[src/rtl/exc_entry_pkg.sv]
package exc_entry_pkg;
    localparam int NLVL = 4;

    typedef enum logic [1:0] {ST_IDLE, ST_DRAIN, ST_COMMIT} st_e;
    typedef enum logic {SRC_NMI = 1'b0, SRC_INT3 = 1'b1} src_e;

    typedef struct packed {
        logic [2:0]      mode;
        logic            em;
        logic            gm;
        logic [NLVL-1:0] lvl_mask;
        logic            r;
        logic            j;
    } sr_t;

    localparam int SR_W = $bits(sr_t);
    localparam int LVL_TOP = NLVL - 1;
    localparam logic [2:0] MODE_SUP  = 3'b001;
    localparam logic [2:0] MODE_INT3 = 3'b101;
    localparam logic [2:0] MODE_NMI  = 3'b111;
endpackage

[src/rtl/exc_accept.sv]
module exc_accept
    import exc_entry_pkg::*;
(
    input  sr_t  cur_sr,
    input  logic sample_en,
    input  logic nmi_req,
    input  logic int3_req,
    output logic take,
    output src_e take_src
);
    logic nmi_ok;
    logic int3_ok;

    always_comb begin
        nmi_ok   = nmi_req && (cur_sr.mode != MODE_NMI);
        int3_ok  = int3_req && !cur_sr.gm && !cur_sr.lvl_mask[LVL_TOP];
        take     = sample_en && (nmi_ok || int3_ok);
        take_src = nmi_ok ? SRC_NMI : SRC_INT3;
    end
endmodule

[src/rtl/exc_target.sv]
module exc_target
    import exc_entry_pkg::*;
#(
    parameter int AW = 32,
    parameter logic [AW-1:0] NMI_OFS = 'h10
) (
    input  src_e          src,
    input  sr_t           cur_sr,
    input  logic [AW-1:0] vec_base,
    input  logic [AW-1:0] int3_offset,
    output sr_t           nxt_sr,
    output logic [AW-1:0] tgt_pc
);
    always_comb begin
        nxt_sr   = cur_sr;
        nxt_sr.r = 1'b0;
        nxt_sr.j = 1'b0;
        if (src == SRC_NMI) begin
            nxt_sr.mode = MODE_NMI;
            nxt_sr.em   = 1'b1;
            nxt_sr.gm   = 1'b1;
            tgt_pc      = vec_base + NMI_OFS;
        end else begin
            nxt_sr.mode = MODE_INT3;
            for (int k = 0; k < NLVL; k++) begin
                nxt_sr.lvl_mask[k] = 1'b1;
            end
            tgt_pc = vec_base + int3_offset;
        end
    end
endmodule

[src/rtl/exc_entry_ctrl.sv]
module exc_entry_ctrl
    import exc_entry_pkg::*;
#(
    parameter int AW = 32,
    parameter logic [AW-1:0] NMI_OFS = 'h10
) (
    input  logic            clk,
    input  logic            rst,
    input  logic            nmi_req,
    input  logic            int3_req,
    input  logic            sr_wr_en,
    input  logic [SR_W-1:0] sr_wr_data,
    input  logic            drain_done,
    input  logic [AW-1:0]   first_nc_addr,
    input  logic [AW-1:0]   vec_base,
    input  logic [AW-1:0]   int3_offset,
    output logic            drain_req,
    output logic            redirect,
    output logic [AW-1:0]   new_pc,
    output logic [SR_W-1:0] status,
    output logic [SR_W-1:0] nmi_saved_sr,
    output logic [AW-1:0]   nmi_saved_ra,
    output logic [SR_W-1:0] int3_saved_sr,
    output logic [AW-1:0]   int3_saved_ra
);
    localparam int NSRC = 2;

    typedef struct packed {
        st_e                       st;
        src_e                      src;
        sr_t                       sr;
        logic [AW-1:0]             pc;
        logic                      redir;
        logic [NSRC-1:0][SR_W-1:0] sav_sr;
        logic [NSRC-1:0][AW-1:0]   sav_ra;
    } regs_t;

    regs_t r_d, r_q;

    logic  take;
    src_e  take_src;
    sr_t   tgt_sr;
    logic [AW-1:0] tgt_pc;

    exc_accept u_accept (
        .cur_sr    (r_q.sr),
        .sample_en ((r_q.st == ST_IDLE) && !sr_wr_en),
        .nmi_req   (nmi_req),
        .int3_req  (int3_req),
        .take      (take),
        .take_src  (take_src)
    );

    exc_target #(.AW(AW), .NMI_OFS(NMI_OFS)) u_target (
        .src         (r_q.src),
        .cur_sr      (r_q.sr),
        .vec_base    (vec_base),
        .int3_offset (int3_offset),
        .nxt_sr      (tgt_sr),
        .tgt_pc      (tgt_pc)
    );

    always_comb begin
        r_d       = r_q;
        r_d.redir = 1'b0;
        unique case (r_q.st)
            ST_IDLE: begin
                if (sr_wr_en) begin
                    r_d.sr = sr_t'(sr_wr_data);
                end else if (take) begin
                    r_d.st  = ST_DRAIN;
                    r_d.src = take_src;
                end
            end
            ST_DRAIN: begin
                if (drain_done) begin
                    r_d.st = ST_COMMIT;
                end
            end
            ST_COMMIT: begin
                r_d.sav_sr[r_q.src] = r_q.sr;
                r_d.sav_ra[r_q.src] = first_nc_addr;
                r_d.sr    = tgt_sr;
                r_d.pc    = tgt_pc;
                r_d.redir = 1'b1;
                r_d.st    = ST_IDLE;
            end
            default: r_d.st = ST_IDLE;
        endcase
    end

    always_ff @(posedge clk) begin
        if (rst) begin
            r_q         <= '0;
            r_q.st      <= ST_IDLE;
            r_q.src     <= SRC_NMI;
            r_q.sr.mode <= MODE_SUP;
            r_q.sr.gm   <= 1'b1;
        end else begin
            r_q <= r_d;
        end
    end

    assign drain_req     = (r_q.st == ST_DRAIN);
    assign redirect      = r_q.redir;
    assign new_pc        = r_q.pc;
    assign status        = r_q.sr;
    assign nmi_saved_sr  = r_q.sav_sr[SRC_NMI];
    assign nmi_saved_ra  = r_q.sav_ra[SRC_NMI];
    assign int3_saved_sr = r_q.sav_sr[SRC_INT3];
    assign int3_saved_ra = r_q.sav_ra[SRC_INT3];
endmodule

[config.mk]
export PLATFORM = sky130hd
export DESIGN_NAME = exc_entry_ctrl
export DESIGN_NICKNAME = d
export VERILOG_FILES = /design/src/rtl/exc_entry_pkg.sv /design/src/rtl/exc_accept.sv /design/src/rtl/exc_target.sv /design/src/rtl/exc_entry_ctrl.sv
export SDC_FILE = /design/constraint.sdc
export NUM_CORES = 1
export LEC_CHECK = 0
export ABC_AREA = 1
export CAP_MARGIN = 20
export CORE_MARGIN = 10
export CORE_UTILIZATION = 53
export CTS_CLUSTER_SIZE = 12
export DETAILED_ROUTE_END_ITERATION = 6
export DONT_BUFFER_PORTS = 1
export PLACE_DENSITY = 0.67
export SYNTH_ARGS = -nofsm -noshare
export SYNTH_HDL_FRONTEND = slang
export SYNTH_HIERARCHICAL = 1
export SYNTH_SLANG_ARGS = --single-unit
[constraint.sdc]
create_clock -name clk -period 2.88 [get_ports clk]
set_input_delay 0.576 -clock clk [delete_from_list [all_inputs] [get_ports clk]]
set_output_delay 0.576 -clock clk [all_outputs]
set_load 0.02 [all_outputs]
==> results by stage, run 1 <==
Status:
- The flow ran to the end, and the final reports show no timing, DRC or antenna violations.

Route:
- In this run the remaining antenna-violating nets after routing total 0.
- The via-per-instance ratio is 5.25.
- The count of TritonRoute iterations in the first routing pass is 5.
- In the routed design, unresolved DRC markers number 0.
- The average wire per standard cell is 16.7 µm.
- The aggregate routed wire length is 26,500 µm.
- The violation count after the first detailed-route iteration is 624.
- The total number of vias is 8,351.

Layout:
- Cells fill 52.6% of the core in the end.
- For this run, the post-layout net count is 1,500.
- 0 antenna diodes ended up in the layout.
- The area added between synthesis and finish is -3.20%.
- The layout cell share with drive strength beyond 1 is 6.44%.

Synthesis:
- The synthesized design contains 133 register bits.
- Counting flops with an async set or reset pin after synthesis yields a share of 0%.
- The cell area that synthesis handed to floorplanning was 9460 µm².
- The Yosys step of the flow raised 6 warnings.
- For this run, the leading register cell type out of synthesis is sky130_fd_sc_hd__dfxtp_1.
- Each instance of the synthesized netlist takes up on average 6.26 µm².
- The count of unique library cells instantiated by Yosys is 43.
- Yosys mapped a number of flops with a built-in enable equal to 0.
- The gate count after technology mapping is 1,512.
- Of the synthesized area, sequential elements account for 28.1%.

Global routing:
- The via count of the first global-routing pass is 7,774.
- Entering global routing, the biggest net connects 94 pins.
- The number of antenna violations at the first check in global routing is 0.
- The first global-routing pass estimated 42,100 µm of wire.
- The overall routing resource usage is 21.6%.
- The final global-route overflow total is 0.

Worst setup path:
- For the worst setup path, the data required time is 3.17 ns.
- The largest individual stage delay along the critical path comes from the cell sky130_fd_sc_hd__fa_1.
- In this design, the stage delay of the slowest critical-path cell is 0.45 ns.
- Walking the worst path, the cells encountered are ha_1 -> fa_1 -> nand3_1 -> nand3_1 -> nand3_1 -> nand3_1 -> nand2_1 -> nand3_1 -> nand3_1 -> nand2_1 -> o21ai_0 -> nor2_1.
- The arrival time at the worst endpoint is 2.37 ns.
- The type of element launching the critical path is a primary input.
- The path type of the worst setup path is primary input to flip-flop.
- The cell that appears most often on the critical path is sky130_fd_sc_hd__nand3_1.
- Along the worst path, the maximum fanout reaches 5.
- The top cell family by delay on the critical path is simple AND/OR/NAND/NOR gates.
- The number of buffer and inverter stages on the critical path is 0.
- The worst setup path is captured at a flip-flop.

Clocking:
- The hold buffer count at cts is 0.
- Gates resized during post-CTS repair numbered 0.
- The number of H-tree levels is 4.
- After clock tree synthesis, the clock-pin slew on the worst setup and hold paths is 0.06 ns.
- The root buffer cell is sky130_fd_sc_hd__clkbuf_16.
- Clock tree synthesis found a total of 133 sinks.
- Buffers added to address setup during post-CTS repair amount to 0.
- TritonCTS built the clock tree.
- Clock latency on the worst-skew pair, taken at its later pin, is 0.40 ns.
- The number of buffers inserted during clock tree synthesis is 17.
- The clock passes through at most 2 buffers.

Timing:
- The clock tree skew after final layout is 0.00890 ns.
- The number of hold violations in the final report was 0.
- After layout, the worst path uses 72.1% of the clock period.
- The achievable frequency is 0.481 GHz.
- At the pin with the least slew margin, the transition time is 0.556 ns.
- The number of max-slew violations in the final report is 0.
- The accumulated negative setup slack is 0 ns.
- Setup repair after global routing left no endpoint under its margin.
- The worst pin sits at a relative slew slack of 62.9%.
- Counting I/O delays and the setup requirement, the final critical path takes 2.08 ns.
- The count of final setup violators is 0.

Placed design:
- Detailed placement ended at an HPWL of 20,400 µm.
- The placer's final routability congestion estimate is 0.950.
- The count of buffers added on input and output ports is 0.

Power:
- The leakage power of the design is 4.20 nW.
- The power density over the cells is 517 nW/µm².
- IR analysis of the VDD net gives a maximum drop of 0.432 mV.

Floorplan:
- The die boundary height is 154 µm.
- The die is 154 µm wide.
- The die covers 23,600 µm².
- After floorplanning, the core was sized to cover 17,400 µm².
- The initialized floorplan defines 48 standard-cell rows.
- For this configuration, the core starts out at a cell density of 54.3%.
- During I/O placement, the number of pins put on the boundary was 244.

Worst hold path:
- The worst hold path belongs to the class primary input to flip-flop.

Job:
- The count of maximum capacitance violations is 0.
final timing paths:
| kind | startpoint | end | slack, ns | cells after the start |
|---|---|---|---|---|
| setup / recovery | vec_base[0] | new_pc[28]$_SDFFE_PP0P_ | 0.80 | 12 |
| setup reg to reg | r_q[132]$_SDFFE_PP0P_ | flip-flop | 1.07 | 5 |
| hold / removal | rst | flip-flop | 0.25 | 1 |
| hold reg to reg | r_q[131]$_SDFFE_PP0P_ | r_q[132]$_SDFFE_PP0P_ | 0.54 | 2 |
where the power goes:
group	total, W	internal, W	switching [W]
logic	0.000689	0.000236	0.000452
clock network	0.00210	0.00128	0.000824
registers	0.00195	0.00187	0.0000779
total	0.00474	0.00338	0.00135
metal layers:
layer	wire length (µm)	global-route usage, %	up-vias
met4	441	6.25	0
met5	0	0	-
met1	11100	26.6	3696
li1	-	-	4326
met3	2410	6.22	26
met2	12600	35.7	303
cell type report:
class / instances / area, µm²
clock buffers: 17 / 425
fillers: 1840 / 8260
clock inverters: 14 / 151
well taps: 225 / 282
multi-input cells: 1020 / 4900
inverters: 170 / 638
flip-flops and latches: 133 / 2660
repair buffers: 12 / 103
metrics by stage:
stage | power [W] | area [µm²] | cells | hold WS, ns | worst slack (ns)
detailed placement | 0.00267 | 8580 | 1560 | 0.535 | 0.391
finish | 0.00474 | 9160 | 1591 | 0.247 | 0.802
global placement | 0.00266 | 8580 | 1560 | 0.531 | 0.413
CTS | 0.00478 | 9160 | 1591 | 0.225 | 0.815
global route | 0.00499 | 9160 | 1591 | 0.223 | 0.645
floorplan | 0.00257 | 9470 | 1514 | 0.440 | 0.657
cell families (layout without fill, tap and decap cells):
kind of cell / count (synthesis) / after routing / share of synthesized area, %
flops: 133 / 133 / 28.1
other cells: 2 / 4 / 0.0794
buf+inv: 361 / 213 / 20.2
simple gates: 763 / 763 / 34.7
fa+ha+maj: 33 / 33 / 4.44
compound gates: 207 / 207 / 11.3
xor+xnor: 13 / 13 / 1.20
Yosys cell counts (10+ instances only):
| cell | n | share of area [%] |
|---|---|---|
| sky130_fd_sc_hd__nand2_1 | 421 | 17 |
| sky130_fd_sc_hd__inv_1 | 164 | 6.5 |
| sky130_fd_sc_hd__nand3_1 | 146 | 7.7 |
| sky130_fd_sc_hd__buf_4 | 140 | 11 |
| sky130_fd_sc_hd__nor2_1 | 140 | 5.6 |
| sky130_fd_sc_hd__a21oi_1 | 135 | 7.1 |
| sky130_fd_sc_hd__dfxtp_1 | 133 | 28 |
| sky130_fd_sc_hd__o21ai_0 | 55 | 2.9 |
| sky130_fd_sc_hd__ha_1 | 32 | 4.2 |
| sky130_fd_sc_hd__clkbuf_1 | 31 | 1.2 |
| sky130_fd_sc_hd__buf_2 | 16 | 0.85 |
| sky130_fd_sc_hd__nor3_1 | 10 | 0.53 |
| sky130_fd_sc_hd__or2_2 | 10 | 0.66 |
layout by cell type, fill, tap and decap left out, drive strengths merged:
master,n
a21boi,1
a21o,1
a21oi,136
a31o,1
and2,1
buf,12
bufinv,2
clkbuf,17
clkinv,8
clkinvlp,2
conb,4
dfxtp,133
fa,1
ha,32
inv,172
nand2,432
nand3,150
nand3b,2
nand4,3
nor2,151
nor3,12
nor4,2
o211ai,1
o21a,2
o21ai,60
o21bai,3
o22ai,1
o2bb2ai,1
or2,10
xnor2,6
xor2,7
Note: power is estimated with default switching activity, not from simulation.
==> inputs of run 2 (changes only) <==
PLACE_DENSITY = 0.7   (was 0.67)
clock period = 1.82 ns   (was 2.88 ns; I/O delays follow)
==> run 2 against run 1 <==
Global-route usage grew 0.74 points. Combinational power grew 99%. Non-clock buffer count grew 80. Sequential share of layout area shrank 2.2 points. Setup slack lost 0.69 ns. Register-to-register slack lost 0.81 ns.
==> results by stage, run 2 (same netlist as run 1, synthesis figures left out) <==
Global routing:
- The number of antenna violations at the first check in global routing came to 0 (unchanged).
- The largest net degree at the start of global routing is 94 (unchanged).
- The wire length of the first global-routing pass is 43,600 µm (was 42,100 µm).
- The via count of the first global-routing pass is 8,004 (was 7,774).
- The final global-route overflow total is 0 (unchanged).
- The overall routing resource usage is 22.3% (was 21.6%).

Worst hold path:
- The number of instances on the worst hold path came to 1 (unchanged).
- The start point of the worst hold path is rst (unchanged).
- The worst min-delay path class is primary input to flip-flop (unchanged).

Floorplan:
- The effective utilization at floorplan is 54.3% (unchanged).
- The core box area is 17,400 µm² (unchanged).
- The die outline area is 23,600 µm² (unchanged).
- The number of rows in the core area is 48 (unchanged).
- The die boundary height came to 154 µm (unchanged).
- The floorplan die width is 154 µm (unchanged).
- The total I/O pin count is 244 (unchanged).

Clocking:
- The number of H-tree levels is 4 (unchanged).
- The post-cts gate resize count came to 0 (unchanged).
- The number of sinks driven by the clock tree is 133 (unchanged).
- The root buffer cell was sky130_fd_sc_hd__clkbuf_16 (unchanged).
- The number of buffers inserted during clock tree synthesis is 17 (unchanged).
- The latest clock arrival within the worst-skew pair is 0.41 ns (was 0.40 ns).
- The TritonCTS clock tree was yes (unchanged).
- The post-CTS clock slew at the launch and capture registers of the worst setup and hold paths is 0.07 ns (was 0.06 ns).
- The maximum root-to-sink buffer count is 2 (unchanged).
- The hold buffer count at cts is 0 (unchanged).
- The post-CTS setup buffer count is 0 (unchanged).

Timing:
- The number of hold violations in the final report is 0 (unchanged).
- The number of max-slew violations in the final report was 0 (unchanged).
- The tightest slew margin relative to the limit is 66.8% (was 62.9%).
- The measured slew at the worst slew-check pin is 0.497 ns (was 0.556 ns).
- For this run, the top clock speed supported by timing is 0.585 GHz.
- The worst path needs 1.71 ns of the cycle, external delays included.
- The final cycle utilization of the critical path is 93.9%.
- The clock tree skew after final layout is 0.0112 ns (was 0.00890 ns).
- Setup repair after global routing missed its margin: yes (was no).
- The count of final setup violators came to 0 (unchanged).

Route:
- The post-route antenna net violation count is 0 (unchanged).
- The post-route DRC violation count is 0 (unchanged).
- The average wire per standard cell is 16.7 µm (about the same).
- The violation count after the first detailed-route iteration is 778 (was 624).
- The total number of vias is 8,773 (was 8,351).
- The aggregate routed wire length came to 27,900 µm (was 26,500 µm).
- The count of TritonRoute iterations in the first routing pass came to 6 (was 5).
- The via-per-instance ratio is 5.25 (about the same).

Worst setup path:
- The type of element launching the critical path was a flip-flop (was primary input).
- Critical-path cell list: buf_4 -> nor2_1 (was ha_1 -> fa_1 -> nand3_1 -> nand3_1 -> nand3_1 -> nand3_1 -> nand2_1 -> nand3_1 -> nand3_1 -> nand2_1 -> o21ai_0 -> nor2_1).
- The timing startpoint of the critical path is r_q[132]$_SDFFE_PP0P_ (was vec_base[0]).
- The arrival time at the worst endpoint is 1.35 ns (was 2.37 ns).
- The worst register-to-register path ends at status[7]$_SDFFE_PP0P_.
- The slack of the worst reg-to-reg path is 0.26 ns (was 1.07 ns).
- The path type of the worst setup path is flip-flop to output pin (was primary input to flip-flop).
- The number of cells on the worst reg-to-reg path came to 7 (was 5).
- The library cell contributing the largest single delay on the critical path is sky130_fd_sc_hd__nor2_1 (was sky130_fd_sc_hd__fa_1).
- The critical path endpoint category is an output pin (was flip-flop).
- The largest fanout of any net on the critical path is 14 (was 5).
- The origin of the critical flop-to-flop path is r_q[130]$_SDFFE_PP0P_ (was r_q[132]$_SDFFE_PP0P_).
- The critical path's largest stage delay is 0.42 ns (was 0.45 ns).
- The data required time of the worst path is 1.46 ns (was 3.17 ns).

Power:
- The sequential share of power came to 39.8% (was 41.1%).
- The leakage power of the design is 4.63 nW (was 4.20 nW).
- The power density over the cells is 778 nW/µm² (was 517 nW/µm²).
- The power consumption is 0.00769 W (was 0.00474 W).
- The share of power burned in the clock network was 42.5% (was 44.4%).
- The fraction of power consumed by combinational cells is 17.8% (was 14.5%).
- The highest ir drop seen on vdd is 0.686 mV (was 0.432 mV).
- The internal power is 0.00531 W (was 0.00338 W).
- The switching power came to 0.00238 W (was 0.00135 W).
- The proportion of total power due to net switching is 30.9% (was 28.6%).

Layout:
- The most common cell after layout, fill and taps aside is sky130_fd_sc_hd__nand2_1 (unchanged).
- The count of fill cells added during filler insertion was 1,799 (was 1,840).
- The post-layout net count is 1,580 (was 1,500).
- The post-route core utilization is 56.8% (was 52.6%).
- The layout cell share with drive strength beyond 1 came to 12.8% (was 6.44%).
- Leading cell types in the layout, fill and taps excluded: sky130_fd_sc_hd__nand2_1, sky130_fd_sc_hd__inv_1, sky130_fd_sc_hd__nand3_1, sky130_fd_sc_hd__nor2_1, sky130_fd_sc_hd__a21oi_1 (unchanged).
- The number of antenna diodes came to 0 (unchanged).
- The area added between synthesis and finish is 4.54% (was -3.20%).

Placed design:
- The placed wire-length estimate was 21,800 µm (was 20,400 µm).
- The placer's final routability congestion estimate is 0.977 (was 0.950).
- The number of buffers added on ports is 0 (unchanged).

Status:
- Result of the run: completed (unchanged).

Job:
- The count of maximum capacitance violations was 0 (unchanged).
run 2: cell types whose count changed in the layout (fill, tap and decap cells not counted), sizes merged:
cell and change:
inv +2, clkinvlp +2, buf +80, bufinv -2, clkinv -1
run 2: cell type report:
class / count / area (µm²) / share of cell area [%]
clock buffer: 17 / 425 / 4.30
clock inverter: 15 / 145 / 1.47
inverter: 170 / 638 / 6.45
multi-input combinational: 1020 / 4960 / 50.1
sequential: 133 / 2660 / 26.9
tap: 225 / 282 / 2.85
timing repair buffer: 92 / 778 / 7.87
run 2: how the worst max path moves through the flow:
stage | depth (start not counted) | to
after CTS | 2 | drain_req
after detailed placement | 12 | new_pc[14]$_SDFFE_PP0P_
after global routing | 12 | new_pc[14]$_SDFFE_PP0P_
after floorplan | 12 | new_pc[28]$_SDFFE_PP0P_
final | 2 | drain_req
after global placement | 12 | new_pc[14]$_SDFFE_PP0P_
run 2: power groups by stage:
stage	registers, W	clock network (W)	logic (W)
2_1_floorplan	0.00305	0	0.00102
3_3_place_gp	0.00313	0	0.00132
3_5_place_dp	0.00313	0	0.00133
4_1_cts	0.00306	0.00333	0.00134
5_1_grt	0.00307	0.00344	0.00153
6_report	0.00306	0.00327	0.00137
run 2: routing by layer:
metal  GRT usage [%]  vias up  share of wire [%]
met3            6.92       31                 11
met4            6.25        0                1.8
met2            36.2      390                 46
met5               0        -                  0
li1                -     4478                  -
met1            27.9     3874                 41
run 2: worst max-delay path, delay by kind of cell (launching register included):
kind | cells | cell delay (ns)
flip-flops | 1 | 0.33
buffers and inverters | 1 | 0.19
AND/OR/NAND/NOR | 1 | 0.42
run 2: per-stage QoR:
step,setup TNS [ns],hold slack (ns),setup WS (ns),instance area (µm²),cells
2_1_floorplan,-0.0185,0.440,-0.00934,9510,1514
3_3_place_gp,-4.13,0.443,-0.269,9300,1640
3_5_place_dp,-4.44,0.445,-0.275,9300,1640
4_1_cts,0,0.0108,0.0833,9870,1672
5_1_grt,-0.0816,0.00923,-0.0510,9890,1672
6_report,0,0.0297,0.110,9890,1672
==> inputs of run 3 (changes only) <==
SETUP_SLACK_MARGIN = 0.3   (was unset)
==> run 3 against run 2 <==
Final cell count decreased by 2.3%. Via count increased by 0.50%. Register-to-register slack improved by 0.15 ns. First-iteration DRC count decreased by 18%. Die area unchanged. Critical path depth increased by 12. Maximum frequency increased by 16%. Combinational power increased by 7%. Critical path type is now primary input to flip-flop. Largest cell class unchanged. Largest power group unchanged.
==> results by stage, run 3 (same netlist as run 1, synthesis figures left out) <==
Timing:
- The accumulated negative setup slack was 0 ns (unchanged).
- The clock tree skew after final layout is 0.0119 ns (was 0.0112 ns).
- The minimum clock period after layout is 1.47 ns (was 1.71 ns).
- The count of final setup violators came to 0 (unchanged).
- The final cycle utilization of the critical path is 80.7% (was 93.9%).
- The achievable frequency is 0.681 GHz (was 0.585 GHz).
- The worst hold margin came to 0.0201 ns (was 0.0297 ns).
- The number of hold violations in the final report was 0 (unchanged).
- Setup repair after global routing missed its margin: yes (unchanged).
- The setup slack of the critical path after layout was 0.351 ns (was 0.110 ns).
- The number of max-slew violations in the final report is 0 (unchanged).

Worst setup path:
- The data required time of the worst path was 2.14 ns (was 1.46 ns).
- The top cell family by delay on the critical path is simple AND/OR/NAND/NOR gates (unchanged).
- The path type of the worst setup path was primary input to flip-flop (was flip-flop to output pin).
- The slack of the worst reg-to-reg path came to 0.41 ns (was 0.26 ns).
- The library cell contributing the largest single delay on the critical path was sky130_fd_sc_hd__ha_4 (was sky130_fd_sc_hd__nor2_1).
- The critical path's largest stage delay was 0.27 ns (was 0.42 ns).
- The origin of the critical flop-to-flop path is r_q[132]$_SDFFE_PP0P_ (was r_q[130]$_SDFFE_PP0P_).
- The number of buffer and inverter stages on the critical path was 0 (was 1).
- The total number of cells along the worst setup path is 14 (was 2).
- The largest fanout of any net on the critical path is 5 (was 14).
- The critical path's most frequent cell is sky130_fd_sc_hd__nand2_1.
- The arrival time at the worst endpoint came to 1.79 ns (was 1.35 ns).
- Critical-path cell list: ha_4 -> nand2_1 -> nor2_2 -> nand3_1 -> nand2_2 -> nand2_1 -> nand2_2 -> nand2_1 -> nand2_1 -> nand2_1 -> nand3_1 -> nand2_1 -> o21ai_0 -> nor2_1 (was buf_4 -> nor2_1).
- The critical path endpoint category is a flip-flop (was output pin).
- The number of cells on the worst reg-to-reg path is 5 (was 7).
- The type of element launching the critical path is a primary input (was flip-flop).

Status:
- Result of the run: completed (unchanged).

Clocking:
- The TritonCTS clock tree is yes (unchanged).
- The post-CTS clock slew at the launch and capture registers of the worst setup and hold paths is 0.07 ns (about the same).
- The post-CTS setup buffer count is 0 (unchanged).
- The hold buffer count at cts is 0 (unchanged).
- The number of buffers inserted during clock tree synthesis is 17 (unchanged).
- The maximum root-to-sink buffer count is 2 (unchanged).
- The root buffer cell is sky130_fd_sc_hd__clkbuf_16 (unchanged).
- The latest clock arrival within the worst-skew pair is 0.42 ns (was 0.41 ns).
- The number of sinks driven by the clock tree was 133 (unchanged).
- The number of H-tree levels was 4 (unchanged).

Power:
- The power density over the cells is 785 nW/µm² (was 778 nW/µm²).
- The leakage power of the design is 4.49 nW (was 4.63 nW).
- The highest ir drop seen on vdd was 0.714 mV (was 0.686 mV).

Global routing:
- The overall routing resource usage is 22.5% (was 22.3%).
- The final global-route overflow total is 0 (unchanged).
- The via count of the first global-routing pass came to 7,988 (was 8,004).
- The number of antenna violations at the first check in global routing is 0 (unchanged).
- The wire length of the first global-routing pass is 43,900 µm (was 43,600 µm).
- The largest net degree at the start of global routing is 94 (unchanged).

Floorplan:
- The die boundary height came to 154 µm (unchanged).
- The number of rows in the core area was 48 (unchanged).
- The core box area was 17,400 µm² (unchanged).
- The floorplan die width was 154 µm (unchanged).
- The die outline area is 23,600 µm² (unchanged).
- The effective utilization at floorplan is 54.3% (unchanged).
- The total I/O pin count is 244 (unchanged).

Route:
- The via-per-instance ratio was 5.40 (was 5.25).
- The total number of vias is 8,817 (was 8,773).
- The violation count after the first detailed-route iteration was 641 (was 778).
- The count of TritonRoute iterations in the first routing pass is 5 (was 6).
- The aggregate routed wire length is 28,400 µm (was 27,900 µm).
- The average wire per standard cell was 17.4 µm (was 16.7 µm).
- The post-route DRC violation count is 0 (unchanged).
- The post-route antenna net violation count is 0 (unchanged).

Layout:
- The final standard cell count with taps included and fillers excluded came to 1,634 (was 1,672).
- The most common cell after layout, fill and taps aside is sky130_fd_sc_hd__nand2_1 (unchanged).
- The post-route core utilization is 58.7% (was 56.8%).
- The area added between synthesis and finish was 8.05% (was 4.54%).
- The number of antenna diodes is 0 (unchanged).
- The post-layout net count was 1,542 (was 1,580).
- The layout cell share with drive strength beyond 1 came to 16.7% (was 12.8%).
- Leading cell types in the layout, fill and taps excluded: sky130_fd_sc_hd__nand2_1, sky130_fd_sc_hd__inv_1, sky130_fd_sc_hd__nand3_1, sky130_fd_sc_hd__dfxtp_1, sky130_fd_sc_hd__a21oi_1 (was sky130_fd_sc_hd__nand2_1, sky130_fd_sc_hd__inv_1, sky130_fd_sc_hd__nand3_1, sky130_fd_sc_hd__nor2_1, sky130_fd_sc_hd__a21oi_1).

Worst hold path:
- The worst min-delay path class is primary input to flip-flop (unchanged).
- The number of instances on the worst hold path is 1 (unchanged).
- The start point of the worst hold path is rst (unchanged).

Placed design:
- The number of buffers added on ports was 0 (unchanged).
- The worst slack at placement is -0.149 ns (was -0.275 ns).
- The cell total after placement was 1,601 (was 1,640).
- The placer's final routability congestion estimate was 0.964 (was 0.977).
- The placed wire-length estimate was 21,800 µm (about the same).

Job:
- The count of maximum capacitance violations is 0 (unchanged).
==> run 3: changes by cell type in the layout (fill, tap and decap cells not counted), moves of 7 or more <==
cell / previous run / this run
sky130_fd_sc_hd__a21oi_1: 133 / 125
sky130_fd_sc_hd__a21oi_2: 3 / 10
sky130_fd_sc_hd__buf_4: 85 / 46
sky130_fd_sc_hd__ha_1: 31 / 5
sky130_fd_sc_hd__ha_4: 0 / 27
sky130_fd_sc_hd__nand2_1: 417 / 395
sky130_fd_sc_hd__nand2_2: 11 / 30
sky130_fd_sc_hd__nor2_1: 137 / 120
sky130_fd_sc_hd__nor2_2: 5 / 18
sky130_fd_sc_hd__o21ai_0: 49 / 30
sky130_fd_sc_hd__o21ai_1: 11 / 28
==> run 3: worst reg2reg max path: stages (launching register included) <==
cell	delay [ns]
sky130_fd_sc_hd__dfxtp_1	0.35
sky130_fd_sc_hd__inv_2	0.06
sky130_fd_sc_hd__nor2_4	0.24
sky130_fd_sc_hd__buf_4	0.39
sky130_fd_sc_hd__nand3_1	0.13
sky130_fd_sc_hd__a21oi_1	0.17
==> run 3: routing by layer <==
metal | wire length, µm | part of all wire [%] | up-vias | track usage, %
met2 | 13300 | 47 | 351 | 36.3
met1 | 11300 | 40 | 3992 | 27.8
met4 | 707 | 2.5 | 0 | 7.33
met5 | 0 | 0 | - | 0
li1 | - | - | 4420 | -
met3 | 3000 | 11 | 54 | 7.11
==> run 3: through the flow <==
step | instance area, µm² | total power (W)
after floorplan | 9960 | 0.00419
after global placement | 9460 | 0.00449
after detailed placement | 9460 | 0.00451
after CTS | 10100 | 0.00799
after global routing | 10200 | 0.00838
final | 10200 | 0.00802
==> run 3: cell type report <==
class                   instances  area, µm²
fillers                      1697       7190
multi-input cells            1020       5530
flip-flops and latches        133       2670
inverters                     170        642
repair buffers                 54        510
clock buffers                  18        429
well taps                     225        282
clock inverters                14        166
==> run 3: what timing repair did <==
action / 4_1_cts / 5_1_grt
cloned: 0 / 1
pin swaps: 0 / 8
resized for setup: 3 / 49
setup endpoints to repair: 2 / 27
==> run 3: power breakdown <==
part           internal [W]  total [W]  switching (W)
Combinational      0.000607    0.00146       0.000858
Sequential          0.00296    0.00306       0.000105
Clock               0.00206    0.00350        0.00143
Total               0.00563    0.00802        0.00240
==> run 3: worst max-delay path by stage <==
| stage | endpoint | slack, ns | startpoint |
|---|---|---|---|
| after floorplan | new_pc[28]$_SDFFE_PP0P_ | 0.05 | vec_base[0] |
| after global placement | new_pc[22]$_SDFFE_PP0P_ | -0.13 | vec_base[0] |
| after detailed placement | new_pc[22]$_SDFFE_PP0P_ | -0.15 | vec_base[0] |
| after CTS | drain_req | 0.32 | r_q[132]$_SDFFE_PP0P_ |
| after global routing | new_pc[28]$_SDFFE_PP0P_ | 0.26 | int3_offset[7] |
| final | new_pc[23]$_SDFFE_PP0P_ | 0.35 | int3_offset[3] |
